$ cat src/rtl/ecs_accum.sv
module ecs_accum #(
    parameter int CNT_W  = 7,
    parameter int PC_W   = 6,
    parameter int THRESH = 16
) (
    input  logic             clk,
    input  logic             rst,
    input  logic             clr_i,
    input  logic             add_en_i,
    input  logic [PC_W-1:0]  add_val_i,
    output logic [CNT_W-1:0] acc_o,
    output logic [CNT_W-1:0] acc_next_o,
    output logic             over_o
);

    logic [CNT_W-1:0] acc_q;
    logic             take;

    assign over_o     = acc_q > CNT_W'(THRESH);
    assign take       = add_en_i && !over_o;
    assign acc_next_o = take ? acc_q + CNT_W'(add_val_i) : acc_q;
    assign acc_o      = acc_q;

    always_ff @(posedge clk) begin
        if (rst || clr_i) acc_q <= '0;
        else              acc_q <= acc_next_o;
    end

    // once past the threshold the total is frozen until cleared
    p_stop_hold_r4: assert property (@(posedge clk) disable iff (rst)
        (over_o && !clr_i) |=> $stable(acc_q));

    // a cycle with no add request leaves the total alone
    p_idle_hold_r8: assert property (@(posedge clk) disable iff (rst)
        (!add_en_i && !clr_i) |=> $stable(acc_q));

endmodule

$ cat config.mk
export PLATFORM = sky130hd
export DESIGN_NAME = ecs_accum
export DESIGN_NICKNAME = d
export VERILOG_FILES = /design/src/rtl/ecs_accum.sv
export SDC_FILE = /design/constraint.sdc
export NUM_CORES = 1
export LEC_CHECK = 0
export CAP_MARGIN = 20
export CORE_AREA = 2 2 39 41
export CTS_CLUSTER_DIAMETER = 100
export CTS_CLUSTER_SIZE = 8
export DETAILED_ROUTE_END_ITERATION = 12
export DIE_AREA = 0 0 41 43
export GPL_TIMING_DRIVEN = 0
export PLACE_DENSITY = 0.9
export SLEW_MARGIN = 0
export SYNTH_ARGS = -nofsm -noshare
export SYNTH_HDL_FRONTEND = slang
export SYNTH_SLANG_ARGS = --single-unit
$ cat constraint.sdc
create_clock -name clk -period 3.29 [get_ports clk]
set_clock_uncertainty 0.2 [all_clocks]
set_input_delay 0.329 -clock clk [delete_from_list [all_inputs] [get_ports clk]]
set_output_delay 0.329 -clock clk [all_outputs]
set_load 0.02 [all_outputs]
==> metrics.yaml, run 1 <==
track_usage: 0.1922
finalHoldViolCount: 0
startpoint_type: "primary input"
die_w_um: 41
antenna_found_initial: 0
synthCells: 57
worstPathMaxFanout: 2
postRouteWirelength_um: 1473
num_antenna_cells: 0
row_count: 14
cts_buffer_depth: 2
cp-end-kind: "output pin"
cts.sinks: 7
yosysWarnings: 0
status: "finished, final reports clean"
via_per_inst: 5.455
pre_cts_slack_ns: -0.1870
power.density_mw_per_mm2: 325.6
maxCapViolCount: 0
post_cts_resized: 4
maxUsedRoutingLayer: "met4"
syn_area_um2: 555.5
start_util: 0.4014
crit_required_ns: 2.76
hold_ws_ns: 0.3582
syn-num-nets: 74
dieArea_mm2: 0.001763
io_pins: 25
synth_top_area_cell: "dfxtp_1"
drc: 0
gp_congestion: 0.7165
dr.first_iter.drc_count: 5
critPathCapture: "acc_next_o[3]"
ys_ff_latch: 7
drive_above_1_share: 0.1176
first_pass_iters: 6
max_clock_freq_mhz: 313.4
dr_total_vias: 551
worst_pin_slew_ns: 0.4256
critPathKind: "in2out"
ys_async_sr_fraction: 0
wl_met3_um: 106
fin_crit_ns: 3.191
area_growth_pct: 53.15
p_leak_nw: 0.3742
grt_pass1_wl_um: 2290
yosysUniqueCellTypes: 27
grt_max_degree: 8
synth.top_cell.area_share: 0.2523
cts_buffers: 3
coreArea_mm2: 0.001384
hp-start: "acc_o[6]$_SDFF_PP0_"
r2r_end: "acc_o[6]$_SDFF_PP0_"
hpwl_um: 1182
largest_register_ffs: 7
rsz0062_at_grt: "false"
cts_setup_buffers: 0
reg2regPathDepth: 6
cts_root_buffer: "clkbuf_4"
numPortBuffers: 24
synth_area_leaders: "dfxtp_1 25%, ha_1 14%, and2_1 5.6%"
cts.clk_slew.worst_paths_ns: 0.05
cp.arrival_ns: 2.66
p_total_uw: 277.0
post-route-util: 0.6148
wire_per_inst_um: 14.58
synth-edff-count: 0
rrSetupSlack_ns: 1.02
timing.rr.start: "acc_o[0]$_SDFF_PP0_"
finalWorstSetupSlack_ns: 0.09919
overflow: 0
nets: 103
cts_tree: "built"
die_y_um: 43
fin_crit_sh: 0.9699
yosys_most_used_dff: "dfxtp_1"
peakVddDrop_uv: 217.7
hold_class: "reg2reg"
cts_max_level: 1
grt_pass1_vias: 543
syn_area_per_cell_um2: 9.746
startpoint: "add_val_i[1]"
relSlewSlack: 0.7157
setup-violations-final: 0
slew_viol_final: 0
wl_met2_um: 782
met1Wirelength_um: 576
fin_tns_setup_ns: 0
ant_nets: 0
holdBufCountCts: 0
clock_latency_ns: 0.25
seq_area_frac_synth: 0.2523
==> power breakdown <==
part / internal (mW) / leakage (nW) / switching (mW) / total (mW)
sequential: 0.0885 / 0.0569 / 0.00584 / 0.0943
combinational: 0.0526 / 0.302 / 0.0534 / 0.106
clock: 0.0462 / 0.0150 / 0.0305 / 0.0767
==> Yosys cell counts, drive strengths merged (2+ instances only) <==
| cell type | count |
|---|---|
| mux2 | 2 |
| nand3 | 3 |
| xnor2 | 2 |
| nor2 | 3 |
| nand2 | 2 |
| and2 | 5 |
| a211oi | 3 |
| o21ai | 5 |
| a21o | 3 |
| dfxtp | 7 |
| o31ai | 2 |
| inv | 2 |
| ha | 6 |
==> kinds of logic (layout without fill, tap and decap cells) <==
group | Yosys count | in the layout | synth area share
AOI/OAI and AO/OA | 20 | 20 | 0.2928
xor gates and xnor gates | 2 | 2 | 0.03154
adders and majority gates | 7 | 7 | 0.1712
buffers and inverters | 2 | 30 | 0.01352
DFF | 7 | 7 | 0.2522
muxes | 2 | 2 | 0.04054
and+or+nand+nor | 17 | 17 | 0.1982
==> worst min path at each step <==
stage	slack (ns)	end	cells past startpoint
floorplan	0.31	acc_o[4]$_SDFF_PP0_	2
global placement	0.32	acc_o[6]$_SDFF_PP0_	2
detailed placement	0.32	acc_o[6]$_SDFF_PP0_	2
CTS	0.35	acc_o[6]$_SDFF_PP0_	2
global route	0.41	acc_o[5]$_SDFF_PP0_	2
finish	0.36	acc_o[6]$_SDFF_PP0_	2
==> final cells by class <==
type                       count  area (um^2)
clock buffer                   4        26.28
fill                         135        533.0
inverter                       2        7.507
multi-input combinational     48        419.2
sequential                     7        140.1
tap                           16        20.02
timing repair buffer          24        237.7
==> metrics by stage <==
stage,cell area [um^2],instances
after floorplan,555.5,57
after global placement,815.8,97
after detailed placement,815.8,97
after CTS,845.8,101
after global routing,850.8,101
final,850.8,101
==> worst max-delay path: stages <==
cell and delay [ns]:
clkdlybuf4s50_1 0.46, ha_1 0.34, a211o_1 0.32, and2_1 0.15, o31ai_1 0.37, clkdlybuf4s50_1 0.69
==> placed cells by master, fill, tap and decap left out <==
cell	n
clkdlybuf4s50_1	22
dfxtp_1	7
ha_1	6
and2_1	5
nor2_1	3
a21o_1	3
o21ai_0	3
clkbuf_4	3
nand2_1	2
inv_1	2
nand3_1	2
xnor2_1	2
a211oi_1	2
o31ai_1	2
o21ai_1	2
mux2_1	2
dlygate4sd2_1	2
o41ai_4	1
nand3_4	1
a211o_1	1
o21a_1	1
a211oi_2	1
or4_4	1
or3b_1	1
nor2b_1	1
o211ai_1	1
a2111oi_2	1
a21oi_1	1
or2_2	1
a31oi_2	1
fa_1	1
clkbuf_1	1
==> per-layer routing <==
layer  GRT usage  vias up
li1            -      276
met1      0.1845      249
met2      0.3594       24
met3     0.06806        2
met4     0.04000        0
met5           0        -
(Power assumes the default switching activity.)
==> inputs of run 2 (changes only) <==
- clock period: 3.29 -> 4.1 ns (I/O delays scaled with it)
==> run 2 against run 1 <==
  * Total power shrank 20%
  * Global-route usage down 0.80 points
  * Hold slack got worse by 0.030 ns
  * Flip-flop and latch count stayed put
  * Design area shrank 1.0%
  * Wire length decreased by 3.0%
  * Die area did not move
==> metrics.yaml, run 2 (same netlist as run 1, synthesis figures left out) <==
area_growth_pct: 51.58
crit_required_ns: 3.49
critical_path.slowest_cell: "clkdlybuf4s50_1"
cts.sinks: 7
critical_path.cell_chain: "clkdlybuf4s50_1 -> ha_1 -> fa_1 -> a21o_1 -> a21o_1 -> a2111oi_0 -> a21oi_1 -> clkdlybuf4s50_1"
max_clock_freq_mhz: 272.6
timing.rr.start: "acc_o[0]$_SDFF_PP0_"
startpoint_type: "primary input"
hold_ws_ns: 0.3287
cts_max_level: 1
whs_path_depth: 2
busiest_layer: "met2"
dr.first_iter.drc_count: 3
dieArea_mm2: 0.001763
grt_max_degree: 8
postRouteWirelength_um: 1429
slowest_delay_ns: 0.57
grt_pass1_vias: 520
hpwl_um: 1182
maxCapViolCount: 0
finalHoldViolCount: 0
cp.arrival_ns: 3.06
met2_usage: 0.3406
cts_buffers: 3
overflow: 0
p_total_uw: 221.6
first_pass_iters: 4
worstPathMaxFanout: 3
antenna_found_initial: 0
die_w_um: 41
cts_buffer_depth: 2
cts.clk_slew.worst_paths_ns: 0.05
hold_class: "reg2reg"
setup-violations-final: 0
largest_register_ffs: 7
mostFrequentLayoutCells: "24 x clkdlybuf4s50_1, 7 x dfxtp_1, 6 x ha_1"
p_leak_nw: 0.3636
clock_latency_ns: 0.25
rrSetupSlack_ns: 1.73
coreArea_mm2: 0.001384
critPathKind: "in2out"
cts_root_buffer: "clkbuf_4"
status: "finished, final reports clean"
cts_tree: "built"
met1_usage: 0.1780
power.density_mw_per_mm2: 263.2
hp-start: "acc_o[6]$_SDFF_PP0_"
drc: 0
cp-end-kind: "output pin"
worst_pin_slew_ns: 0.5697
cp_num_buf_inv: 2
cts_setup_buffers: 0
ant_nets: 0
wire_per_inst_um: 14.15
dr_total_vias: 549
rsz0062_at_grt: "false"
gp_congestion: 0.7165
layout_commonest_cell: "clkdlybuf4s50_1"
nets: 103
slew_viol_final: 0
numPortBuffers: 24
crit_family: "compound AO/OA/AOI/OAI gates"
start_util: 0.4014
finalWorstSetupSlack_ns: 0.4318
grt_pass1_wl_um: 2187
fin_crit_ns: 3.668
post_cts_resized: 0
reg2regPathDepth: 6
track_usage: 0.1841
globalRouteMet3Util: 0.06806
relSlewSlack: 0.6104
peakVddDrop_uv: 176.0
min_to: "acc_o[6]$_SDFF_PP0_"
drive_above_1_share: 0.09412
die_y_um: 43
via_per_inst: 5.436
pre_cts_slack_ns: 0.4610
num_antenna_cells: 0
fin_crit_sh: 0.8947
r2r_end: "acc_o[6]$_SDFF_PP0_"
holdBufCountCts: 0
fin_tns_setup_ns: 0
io_pins: 25
row_count: 14
## run 2: cell count changes in the layout (fill, tap and decap cells not counted)
cell             change
a2111oi_0            +1
a211oi_2             -1
a2111oi_2            -1
a211oi_1             +1
clkdlybuf4s50_1      +2
dlygate4sd2_1        -2
## run 2: layout make-up
type	instances	area (um^2)
Tap cell	16	20.02
Fill cell	134	541.8
Sequential cell	7	140.1
Multi-Input combinational cell	48	407.9
Inverter	2	7.507
Timing Repair Buffer	24	240.2
Clock buffer	4	26.28
## run 2: worst max path at each step
stage          slack, ns           startpoint  cells past startpoint       endpoint
2_1_floorplan       1.42  acc_o[0]$_SDFF_PP0_                      6  acc_next_o[6]
3_3_place_gp        0.48         add_val_i[0]                      8  acc_next_o[6]
3_5_place_dp        0.46         add_val_i[0]                      8  acc_next_o[6]
4_1_cts             0.43         add_val_i[0]                      8  acc_next_o[6]
5_1_grt             0.33         add_val_i[0]                      8  acc_next_o[6]
6_report            0.43         add_val_i[0]                      8  acc_next_o[6]
## run 2: through the flow
stage          utilization  cells  area [um^2]
4_1_cts             0.6085    101        842.1
3_3_place_gp        0.5895     97        815.8
2_1_floorplan            -     57        555.5
6_report            0.6085    101        842.1
5_1_grt             0.6085    101        842.1
3_5_place_dp        0.5895     97        815.8
## run 2: layer usage
layer,up-vias,wire length (um)
li1,276,-
met1,248,563
met2,23,749
met3,2,108
met4,0,7
met5,-,0
## run 2: worst register-to-register path, delay by kind of cell (launching register included)
family | cells | cell delay [ns]
adder cells (fa/ha/maj) | 2 | 0.67
flip-flops | 1 | 0.35
AO/OA/AOI/OAI | 4 | 1.03
## run 2: power by group
group	internal [mW]	switching (mW)
Combinational	0.0424	0.0419
Clock	0.0371	0.0247
Sequential	0.0710	0.00464
